==> src/rtl/tick_timer.sv <==
module tick_timer #(
  parameter int DIV_W = 15,
  parameter int SEL_W = 3
) (
  input  logic             clk,
  input  logic             rst_n,
  input  logic             sel_wr,
  input  logic [SEL_W-1:0] sel_wdata,
  input  logic             en_wr,
  input  logic             en_wdata,
  input  logic             flag_wr,
  input  logic             flag_wdata,
  input  logic             low_power,
  output logic             tick,
  output logic             tick_flag,
  output logic             irq,
  output logic             wake
);

  localparam logic [DIV_W-1:0] FULL = '1;

  logic [SEL_W-1:0] sel_q;
  logic [DIV_W-1:0] cnt_q;
  logic [DIV_W-1:0] mask;
  logic             en_q;
  logic             flag_q;
  logic             restart;
  logic             clr;

  assign restart = sel_wr && (sel_wdata != sel_q);
  assign clr     = flag_wr && flag_wdata;
  assign mask    = FULL >> sel_q;
  assign tick    = ((cnt_q & mask) == mask);

  always_ff @(posedge clk or negedge rst_n) begin
    if (!rst_n) begin
      sel_q <= '0;
      cnt_q <= '0;
    end else if (restart) begin
      sel_q <= sel_wdata;
      cnt_q <= '0;
    end else begin
      cnt_q <= cnt_q + 1'b1;
    end
  end

  always_ff @(posedge clk or negedge rst_n) begin
    if (!rst_n) begin
      en_q   <= 1'b0;
      flag_q <= 1'b0;
    end else begin
      if (en_wr) en_q <= en_wdata;
      if (tick)     flag_q <= 1'b1;
      else if (clr) flag_q <= 1'b0;
    end
  end

  assign tick_flag = flag_q;
  assign irq       = flag_q & en_q;
  assign wake      = irq & low_power;

  p_tick_sets_flag_r4: assert property (@(posedge clk) disable iff (!rst_n)
    tick |=> tick_flag);

  p_clear_works_r5: assert property (@(posedge clk) disable iff (!rst_n)
    (clr && !tick) |=> !tick_flag);

  p_flag_sticky_r4: assert property (@(posedge clk) disable iff (!rst_n)
    (tick_flag && !clr) |=> tick_flag);

  p_tick_single_r3: assert property (@(posedge clk) disable iff (!rst_n)
    tick |=> !tick);

  p_restart_quiet_r9: assert property (@(posedge clk) disable iff (!rst_n)
    restart |=> !tick);

  p_wake_needs_irq_r8: assert property (@(posedge clk) disable iff (!rst_n)
    wake |-> (irq && low_power));

  p_irq_needs_flag_r7: assert property (@(posedge clk) disable iff (!rst_n)
    irq |-> tick_flag);

endmodule

==> config.mk <==
export PLATFORM = sky130hd
export DESIGN_NAME = tick_timer
export DESIGN_NICKNAME = d
export VERILOG_FILES = /design/src/rtl/tick_timer.sv
export SDC_FILE = /design/constraint.sdc
export NUM_CORES = 1
export LEC_CHECK = 0
export BUFFER_PORTS_ARGS = -buffer_cell sky130_fd_sc_hd__buf_4
export CAP_MARGIN = 20
export CELL_PAD_IN_SITES_DETAIL_PLACEMENT = 0
export CELL_PAD_IN_SITES_GLOBAL_PLACEMENT = 1
export CORE_UTILIZATION = 46
export CTS_CLUSTER_DIAMETER = 200
export DETAILED_ROUTE_END_ITERATION = 10
export PLACE_DENSITY_LB_ADDON = 0.2
export SYNTH_ARGS = -nofsm -noshare
export SYNTH_HDL_FRONTEND = slang
export SYNTH_SLANG_ARGS = --single-unit
==> constraint.sdc <==
create_clock -name clk -period 2.12 [get_ports clk]
set_input_delay 0.212 -clock clk [delete_from_list [all_inputs] [get_ports clk]]
set_output_delay 0.212 -clock clk [all_outputs]
set_load 0.02 [all_outputs]
After elaboration in Yosys (flattened, before gate mapping) --
Index checks and enable logic that the tools add are counted.
Storage, ports and cells: RAM bits 0, memory bits (read-only) 0, memories kept 0, latch bits 0, register bits 20
Cells by class: div/mod/pow operators 0, add/sub/neg operators 1, bitwise logic cells 3, order comparisons 0, eq/ne operators 2, muxes and demuxes 3, multipliers 0, reductions and logical operators 3, shift-type cells 1
Operators by type and width (number):
- 15-bit by 1-bit adder with 15-bit output (second input constant) | 1
- 15-bit AND | 1
- 15-bit equality test | 1
- 15-bit 2-to-1 mux | 1
- 15-bit by 3-bit >> shifter with 15-bit output (first input constant) | 1
- 3-bit != test | 1
- 1-bit AND | 2
- 1-bit logical AND | 2
- 1-bit 2-to-1 mux | 2
- 2-bit nonzero test | 1

Longest topological paths before layout --
Gate-level depths: netlist of run 1.
depth in word-level cells 4, gate-level depth with buffers 5

Least setup slack after synthesis of run 1 --
No wires, ideal clock.
kind register -> output, start point register cnt_q[0], end point output tick, stages on the path, launching flop included 5, buffers on the path 0, required time 1.908 ns, arrival time 1.210 ns, slack 0.698 ns, cell sequence dfrtp_1 -> ha_1 -> nand4_1 -> a211oi_1 -> o221a_2
Between the ends: longest elaborated chain between the ends 2
Ends and longest elaborated chain:
- start, declared | line 23 | logic [DIV_W-1:0] cnt_q;
- start signal, assigned | line 43 | cnt_q <= cnt_q + 1'b1;
- 15-bit AND | line 33 | assign tick = ((cnt_q & mask) == mask);
- 15-bit equality test | line 33
- end, declared | line 14 | output logic tick,
No other way between the ends.

Worst setup path in the final report of run 1 --
Same ends and word-level chain as after synthesis.

==> flow_summary.json, run 1 <==
{
  "status": "finished clean",
  "placed_cell_area_um2": 1160,
  "pwr-share-seq": 0.631,
  "nNetsFinal": 127,
  "min_delay_path_depth": 2,
  "clockPowerShare": 0.248,
  "gp_congestion": 0.718,
  "seq_area_frac_synth": 0.482,
  "slew_headroom": 0.569,
  "numCtsBuffers": 3,
  "switching_share": 0.245,
  "rsz0062_at_grt": "false",
  "cts-root-buf": "clkbuf_4",
  "power.internal_mw": 0.510,
  "firstDrtPassIters": 4,
  "worst_pin_slew_ns": 0.647,
  "max-clock-path-buffers": 2,
  "ys_ff_latch": 20,
  "power_frac_comb": 0.121,
  "grt_pass1_wl_um": 3420,
  "via_per_inst": 5.29,
  "antenna_found_initial": 0,
  "dieArea_um2": 2450,
  "drv_slew": 0,
  "synthCells": 97,
  "start_kind": "flop",
  "core_um2": 2040,
  "cts_sinks": 20,
  "instances_no_fill": 140,
  "setup_tns_ns": 0,
  "drv_cap": 0,
  "wl_um": 1810,
  "io_pins": 15,
  "setup_viol": 0,
  "grt_pass1_vias": 774,
  "drt_iter0_markers": 7,
  "grt_max_degree": 21,
  "hold_viol": 0,
  "route.detailed.wl_per_inst_um": 12.9,
  "peakVddDrop_uv": 527,
  "crit_type": "reg -> out",
  "htree_levels": 1,
  "fp-row-count": 16,
  "vias": 740,
  "path_max_fanout": 4,
  "initial_core_util": 0.509,
  "yosysWarnings": 0,
  "area_growth_syn_to_layout_pct": 14.9,
  "dp_hpwl_um": 1340,
  "grt-ovfl-total": 0,
  "layout-drive-gt1-share": 0.274,
  "worstSkewPairLatency_ns": 0.29,
  "synth_area_per_cell_um2": 10.7,
  "drc": 0,
  "cp.required_ns": 1.91,
  "io_buffer_count": 14,
  "period_share": 0.898,
  "p_total_mw": 0.676,
  "powerDensity_nw_per_um2": 566,
  "clk_pin_slew_worst_paths_ns": 0.10,
  "track_usage": 0.186,
  "end_kind": "primary output",
  "ys_types": 28,
  "p_sw_mw": 0.166,
  "synth_area_um2": 1040,
  "reg2reg_depth": 5,
  "antenna_left": 0,
  "cts_setup_buffers": 0,
  "diodes": 0,
  "fin_crit_ns": 1.90,
  "cp.arrival_ns": 1.69,
  "hold_path.class": "in -> reg",
  "dp_cells": 136,
  "clock_skew_ns": 0.000922,
  "die_h_um": 49.5,
  "leakage_nw": 0.511,
  "die-width_um": 49.5,
  "max_freq_ghz": 0.525,
  "synth_nets": 109,
  "final_area_um2": 1190,
  "cts_tree": "yes"
}
-- Yosys cell counts --
cell type	n	area [um2]
a211oi_1	1	7.51
a21boi_0	1	7.51
a21o_1	1	7.51
a21oi_1	2	10.0
and2_1	1	6.26
and3_1	2	12.5
buf_2	1	5.00
buf_6	1	11.3
dfrtp_1	20	500
ha_1	1	12.5
inv_1	2	7.51
mux2_2	4	45.0
nand2_1	4	15.0
nand3_1	4	20.0
nand3_2	2	20.0
nand4_1	2	12.5
nand4_4	1	21.3
nor2_1	16	60.1
nor2_2	2	12.5
nor2b_1	1	6.26
nor3_1	3	15.0
nor4_2	4	50.1
o21ai_0	3	15.0
o221a_2	1	11.3
o31a_1	1	8.76
or3_1	1	6.26
xnor2_1	10	87.6
xor2_1	5	43.8
-- kinds of logic after synthesis --
logic type                 synth area share
AOI/OAI and AO/OA                    0.0651
xor gates and xnor gates              0.127
adders and majority gates            0.0120
buffers and inverters                0.0229
DFF                                   0.482
muxes                                0.0434
and+or+nand+nor                       0.248
-- critical path, stage by stage, from the launching register on --
cell and delay (ns):
dfrtp_1 0.41, ha_1 0.25, nand4_1 0.18, a211oi_1 0.21, o221a_2 0.23, buf_4 0.14
-- registers in the layout, summed over array words and instances (netlist names) --
register   count
sel_q          3
tick_flag      1
cnt_q         15
en_q           1
-- final timing paths --
check / start / to / slack (ns)
min: en_wdata / en_q$_DFFE_PN0P_ / 0.15
max: cnt_q[0]$_DFF_PN0_ / tick / 0.22
min in group asynchronous: rst_n / cnt_q[7]$_DFF_PN0_ / 0.33
max in group asynchronous: rst_n / cnt_q[11]$_DFF_PN0_ / 1.59
max reg2reg: cnt_q[0]$_DFF_PN0_ / cnt_q[14]$_DFF_PN0_ / 0.63
min reg2reg: cnt_q[0]$_DFF_PN0_ / cnt_q[0]$_DFF_PN0_ / 0.50
-- placed cells by master (no fill, tap or decap) --
| cell | netlist | routed |
|---|---|---|
| xor2_1 | 5 | 5 |
| nand3_2 | 2 | 2 |
| buf_4 | 0 | 14 |
| or3_1 | 1 | 1 |
| o221a_2 | 1 | 1 |
| a21oi_1 | 2 | 2 |
| nor2_1 | 16 | 16 |
| a21o_1 | 1 | 1 |
| nand2_1 | 4 | 4 |
| mux2_2 | 4 | 4 |
| nor3_1 | 3 | 3 |
| and2_1 | 1 | 1 |
| nor2_2 | 2 | 2 |
| a211oi_1 | 1 | 1 |
| nor2b_1 | 1 | 1 |
| dfrtp_1 | 20 | 20 |
| dlygate4sd3_1 | 0 | 1 |
| o31a_1 | 1 | 1 |
| inv_1 | 2 | 2 |
| nand4_4 | 1 | 1 |
| xnor2_1 | 10 | 10 |
| ha_1 | 1 | 1 |
| o21ai_0 | 3 | 3 |
| nand4_1 | 2 | 2 |
| and3_1 | 2 | 2 |
| nor4_2 | 4 | 4 |
| nand3_1 | 4 | 4 |
| a21boi_0 | 1 | 1 |
| clkbuf_4 | 0 | 3 |
-- what timing repair did --
item,CTS,global route
gates resized for setup,0,0
endpoints found under the hold margin,20,0
hold buffers,1,0
endpoints found under the setup margin,0,0
-- metrics by stage --
stage               setup WS, ns  hold slack, ns  utilization
finish                     0.216           0.152        0.585
global placement           0.550           0.101        0.569
global route              0.0831           0.144        0.585
floorplan                  0.698         -0.0836            -
detailed placement         0.517           0.106        0.569
CTS                        0.185           0.147        0.585
-- power groups by stage --
| stage | clock, mW | combinational [mW] | sequential, mW |
|---|---|---|---|
| 2_1_floorplan | 0 | 0.0491 | 0.429 |
| 4_1_cts | 0.176 | 0.0828 | 0.427 |
| 3_5_place_dp | 0 | 0.0812 | 0.434 |
| 5_1_grt | 0.188 | 0.0928 | 0.432 |
| 6_report | 0.167 | 0.0816 | 0.427 |
| 3_3_place_gp | 0 | 0.0790 | 0.433 |
-- metal layers --
layer	vias to the layer above	track usage	routed length (um)
met5	-	0	0
met4	0	0.0429	12
li1	367	-	-
met2	14	0.301	812
met3	2	0.0556	93
met1	357	0.245	887
-- cell type report --
type	instances	area (um2)
sequential	20	500
timing repair buffer	15	115
fill	195	848
tap	27	33.8
multi-input combinational	73	514
clock buffer	3	22.5
inverter	2	7.51
Note: power is estimated with default switching activity, not from simulation.
==> run 2, diff against run 1 <==
Settings changed: CORE_UTILIZATION 46 to 43, SLEW_MARGIN from default to 20.
Clock period 2.12 ns to 2 ns, I/O delays scaled along.
==> run 2 against run 1 <==
  * Setup slack worse by 0.098 ns
  * Routed wire length up 0.39%
  * Combinational power increased by 13%
  * Highest routed layer unchanged
==> flow_summary.json, run 2 (same netlist as run 1, synthesis figures left out) <==
{
  "power.internal_mw": 0.545,
  "path_max_fanout": 4,
  "fin_crit_ns": 1.88,
  "max-clock-path-buffers": 2,
  "rr_endpoint": "cnt_q[14]$_DFF_PN0_",
  "fp-row-count": 17,
  "p_sw_mw": 0.184,
  "clockPowerShare": 0.253,
  "route.detailed.wl_per_inst_um": 12.6,
  "worstSetupEndpoint": "tick",
  "slew_headroom": 0.603,
  "start_kind": "flop",
  "drc": 0,
  "end_kind": "primary output",
  "grt_pass1_wl_um": 3240,
  "register_area_um2": 500,
  "cts_tree": "yes",
  "drt_iter0_markers": 7,
  "antenna_left": 0,
  "mostFrequentLayoutCell": "dfrtp_1",
  "top_register": "cnt_q",
  "dieArea_um2": 2620,
  "top_usage_layer": "met2",
  "layout-drive-gt1-share": 0.302,
  "top_regs": "cnt_q x15, sel_q x3",
  "cts_sinks": 20,
  "wl_um": 1810,
  "io_pins": 15,
  "initial_core_util": 0.461,
  "dp_hpwl_um": 1290,
  "powerDensity_nw_per_um2": 598,
  "cts-root-buf": "clkbuf_4",
  "diodes": 0,
  "worst_pin_slew_ns": 0.596,
  "firstDrtPassIters": 4,
  "rsz0062_at_grt": "false",
  "grt-ovfl-total": 0,
  "track_usage": 0.167,
  "core_um2": 2250,
  "clk_pin_slew_worst_paths_ns": 0.11,
  "htree_levels": 1,
  "fin_hold_ws_ns": 0.140,
  "r2r_start": "cnt_q[0]$_DFF_PN0_",
  "vias": 727,
  "drv_cap": 0,
  "die_h_um": 51.1,
  "leakage_nw": 0.522,
  "area_growth_syn_to_layout_pct": 17.5,
  "power_frac_comb": 0.127,
  "pwr-share-seq": 0.620,
  "die-width_um": 51.1,
  "period_share": 0.941,
  "grtUsageMet1": 0.238,
  "antenna_found_initial": 0,
  "drv_slew": 0,
  "grt_max_degree": 21,
  "multi_input_area_um2": 517,
  "largest_reg_flops": 15,
  "grt_pass1_vias": 708,
  "peakVddDrop_uv": 441,
  "cp.arrival_ns": 1.68,
  "nNetsFinal": 130,
  "via_per_inst": 5.05,
  "r2r_slack_ns": 0.42,
  "global_route.usage.met2": 0.250,
  "p_total_mw": 0.729,
  "io_buffer_count": 14,
  "final_cell_mix": "20 x dfrtp_1, 17 x buf_4, 16 x nor2_1",
  "hold_path.class": "in -> reg",
  "status": "finished clean",
  "numCtsBuffers": 3,
  "worstSkewPairLatency_ns": 0.29,
  "startpoint": "cnt_q[0]$_DFF_PN0_",
  "use_met3": 0.0357,
  "clock_skew_ns": 0.00865,
  "setup_tns_ns": 0,
  "switching_share": 0.252,
  "setup_viol": 0,
  "max_freq_ghz": 0.532,
  "fill_cells": 202,
  "reg2reg_depth": 6,
  "gp_congestion": 0.721,
  "hold_viol": 0,
  "cp.required_ns": 1.80,
  "crit_type": "reg -> out"
}
## run 2: cell count changes in the layout (fill, tap and decap cells not counted)
cell and delta:
buf_4 +3, ha_1 -1, ha_2 +1
## run 2: repair_timing
action	CTS	global route
hold buffers	1	0
gates resized for setup	0	1
hold endpoints to repair	20	0
setup buffers	0	3
setup endpoints to repair	0	1
## run 2: layout make-up
type | instances | area share
multi-input combinational | 73 | 0.424
sequential | 20 | 0.410
timing repair buffer | 18 | 0.113
tap | 28 | 0.0287
clock buffer | 3 | 0.0185
inverter | 2 | 0.00615
## run 2: metal layers
layer | vias to the layer above | wire length [um]
met4 | 0 | 15
met1 | 342 | 938
met3 | 2 | 53
li1 | 373 | -
met5 | - | 0
met2 | 10 | 804
## run 2: power by group through the flow
stage / combinational (mW) / sequential [mW] / clock (mW)
5_1_grt: 0.105 / 0.457 / 0.211
3_5_place_dp: 0.0867 / 0.461 / 0
6_report: 0.0925 / 0.452 / 0.184
2_1_floorplan: 0.0521 / 0.455 / 0
3_3_place_gp: 0.0844 / 0.460 / 0
4_1_cts: 0.0890 / 0.453 / 0.195
## run 2: through the flow
stage          setup WS (ns)  instances  instance area (um2)   util
2_1_floorplan          0.590         97                 1040      -
3_3_place_gp           0.439        137                 1160  0.516
3_5_place_dp           0.390        137                 1160  0.516
4_1_cts               0.0462        141                 1190  0.530
5_1_grt               0.0388        144                 1220  0.541
6_report               0.119        144                 1220  0.541
## run 2: how the worst min path moves through the flow
stage,start,slack [ns],depth (start not counted),to
floorplan,rst_n,-0.1,0,cnt_q[0]$_DFF_PN0_
global placement,rst_n,0.09,1,en_q$_DFFE_PN0P_
detailed placement,rst_n,0.1,1,cnt_q[9]$_DFF_PN0_
CTS,en_wdata,0.13,2,en_q$_DFFE_PN0P_
global route,en_wdata,0.13,2,en_q$_DFFE_PN0P_
finish,en_wdata,0.14,2,en_q$_DFFE_PN0P_
## run 2: worst max-delay path, cell delays in order (launching register included)
cell,delay [ns]
dfrtp_1,0.41
ha_2,0.23
nand4_1,0.15
a211oi_1,0.22
o221a_2,0.23
buf_4,0.14
==> run 3, diff against run 2 <==
Settings changed: REMOVE_ABC_BUFFERS from default to 1.
==> run 3 against run 2 <==
  * Clock-buffer cell count increased by 1
  * Critical path depth stayed put
  * Cell area is 0.51% higher
  * Register-to-register slack better by 0.02 ns
  * Via count up 4.5%
  * Final cell count did not move
  * Largest power group unchanged
==> flow_summary.json, run 3 (same netlist as run 1, synthesis figures left out) <==
{
  "grt_max_degree": 21,
  "register_area_um2": 500,
  "max-clock-path-buffers": 2,
  "worstSetupEndpoint": "tick",
  "top_register": "cnt_q",
  "htree_levels": 1,
  "fin_crit_ns": 1.87,
  "r2r_start": "cnt_q[0]$_DFF_PN0_",
  "period_share": 0.935,
  "clk_pin_slew_worst_paths_ns": 0.11,
  "top_regs": "cnt_q x15, sel_q x3",
  "route.detailed.wl_per_inst_um": 12.9,
  "rr_endpoint": "cnt_q[14]$_DFF_PN0_",
  "nNetsFinal": 129,
  "hold_viol": 0,
  "use_met3": 0.0268,
  "io_pins": 15,
  "area_growth_syn_to_layout_pct": 18.1,
  "drt_iter0_markers": 27,
  "grtUsageMet1": 0.206,
  "initial_core_util": 0.461,
  "utilization": 0.544,
  "setup_tns_ns": 0,
  "status": "finished clean",
  "antenna_found_initial": 0,
  "setup_viol": 0,
  "cts_sinks": 20,
  "mostFrequentLayoutCell": "dfrtp_1",
  "drc": 0,
  "firstDrtPassIters": 4,
  "fp-row-count": 17,
  "clockPowerShare": 0.304,
  "switching_share": 0.251,
  "p_sw_mw": 0.196,
  "grt-ovfl-total": 0,
  "antenna_left": 0,
  "powerDensity_nw_per_um2": 638,
  "cp.required_ns": 1.80,
  "pwr-share-seq": 0.578,
  "end_kind": "primary output",
  "die-width_um": 51.1,
  "clock_skew_ns": 0.00698,
  "p_total_mw": 0.783,
  "power.internal_mw": 0.586,
  "core_um2": 2250,
  "die_h_um": 51.1,
  "hold_path.class": "in -> reg",
  "top_usage_layer": "met2",
  "r2r_slack_ns": 0.44,
  "layout-drive-gt1-share": 0.302,
  "vias": 760,
  "track_usage": 0.176,
  "cts-root-buf": "clkbuf_4",
  "grt_pass1_vias": 784,
  "path_max_fanout": 4,
  "dieArea_um2": 2620,
  "leakage_nw": 0.526,
  "rsz0062_at_grt": "false",
  "global_route.usage.met2": 0.298,
  "max_freq_ghz": 0.535,
  "wl_um": 1860,
  "final_cell_mix": "20 x dfrtp_1, 16 x nor2_1, 16 x buf_4",
  "drv_cap": 0,
  "numCtsBuffers": 3,
  "power_frac_comb": 0.118,
  "drv_slew": 0,
  "slew_headroom": 0.608,
  "worst_pin_slew_ns": 0.589,
  "cp.arrival_ns": 1.67,
  "largest_reg_flops": 15,
  "via_per_inst": 5.28,
  "grt_pass1_wl_um": 3330,
  "io_buffer_count": 14,
  "worstSkewPairLatency_ns": 0.31,
  "dp_hpwl_um": 1310,
  "fill_cells": 214,
  "start_kind": "flop",
  "crit_type": "reg -> out",
  "startpoint": "cnt_q[0]$_DFF_PN0_",
  "gp_congestion": 0.721,
  "peakVddDrop_uv": 340,
  "multi_input_area_um2": 517,
  "diodes": 0,
  "reg2reg_depth": 6,
  "cts_tree": "yes"
}
## run 3: changes by cell type in the layout (fill, tap and decap cells not counted), sizes merged
cell	delta
buf	-1
clkbuf	+1
## run 3: how the worst min path moves through the flow
stage,startpoint,endpoint,slack (ns),cells past startpoint
finish,en_wdata,en_q$_DFFE_PN0P_,0.12,2
global route,en_wdata,en_q$_DFFE_PN0P_,0.12,2
CTS,en_wdata,en_q$_DFFE_PN0P_,0.11,2
detailed placement,rst_n,en_q$_DFFE_PN0P_,0.09,1
global placement,rst_n,en_q$_DFFE_PN0P_,0.09,1
floorplan,rst_n,cnt_q[0]$_DFF_PN0_,-0.1,0
## run 3: worst max-delay path, cell delays in order, from the launching register on
cell      delay (ns)
dfrtp_1         0.41
ha_2            0.23
nand4_1         0.16
a211oi_1        0.21
o221a_2         0.22
buf_4           0.14
## run 3: final cells by class
type / count / area share
Sequential cell: 20 / 0.408
Tap cell: 28 / 0.0286
Multi-Input combinational cell: 73 / 0.421
Inverter: 2 / 0.00612
Clock buffer: 4 / 0.0296
Timing Repair Buffer: 17 / 0.106
## run 3: power groups by stage
stage	clock, mW	sequential [mW]	combinational [mW]
2_1_floorplan	0	0.455	0.0505
3_3_place_gp	0	0.459	0.0847
3_5_place_dp	0	0.461	0.0865
4_1_cts	0.254	0.453	0.0885
5_1_grt	0.261	0.458	0.106
6_report	0.238	0.453	0.0922
## run 3: repair_timing
item / in CTS / in global routing
hold buffers: 1 / 0
resized for setup: 0 / 1
endpoints found under the setup margin: 0 / 1
hold endpoints to repair: 20 / 0
buffers inserted: 0 / 2
## run 3: per-layer routing
metal / wire length [um] / part of all wire / up-vias
met3: 80 / 0.043 / 5
li1: - / - / 372
met5: 0 / 0 / -
met4: 51 / 0.027 / 0
met1: 881 / 0.47 / 365
met2: 849 / 0.46 / 18
## run 3: per-stage QoR
step	area, um2	hold slack (ns)	setup slack, ns	instances
after detailed placement	1160	0.0945	0.410	137
after global placement	1160	0.0918	0.441	137
final	1230	0.118	0.129	144
after floorplan	1020	-0.0956	0.589	95
after global routing	1230	0.119	0.0146	144
after CTS	1210	0.108	0.0547	142
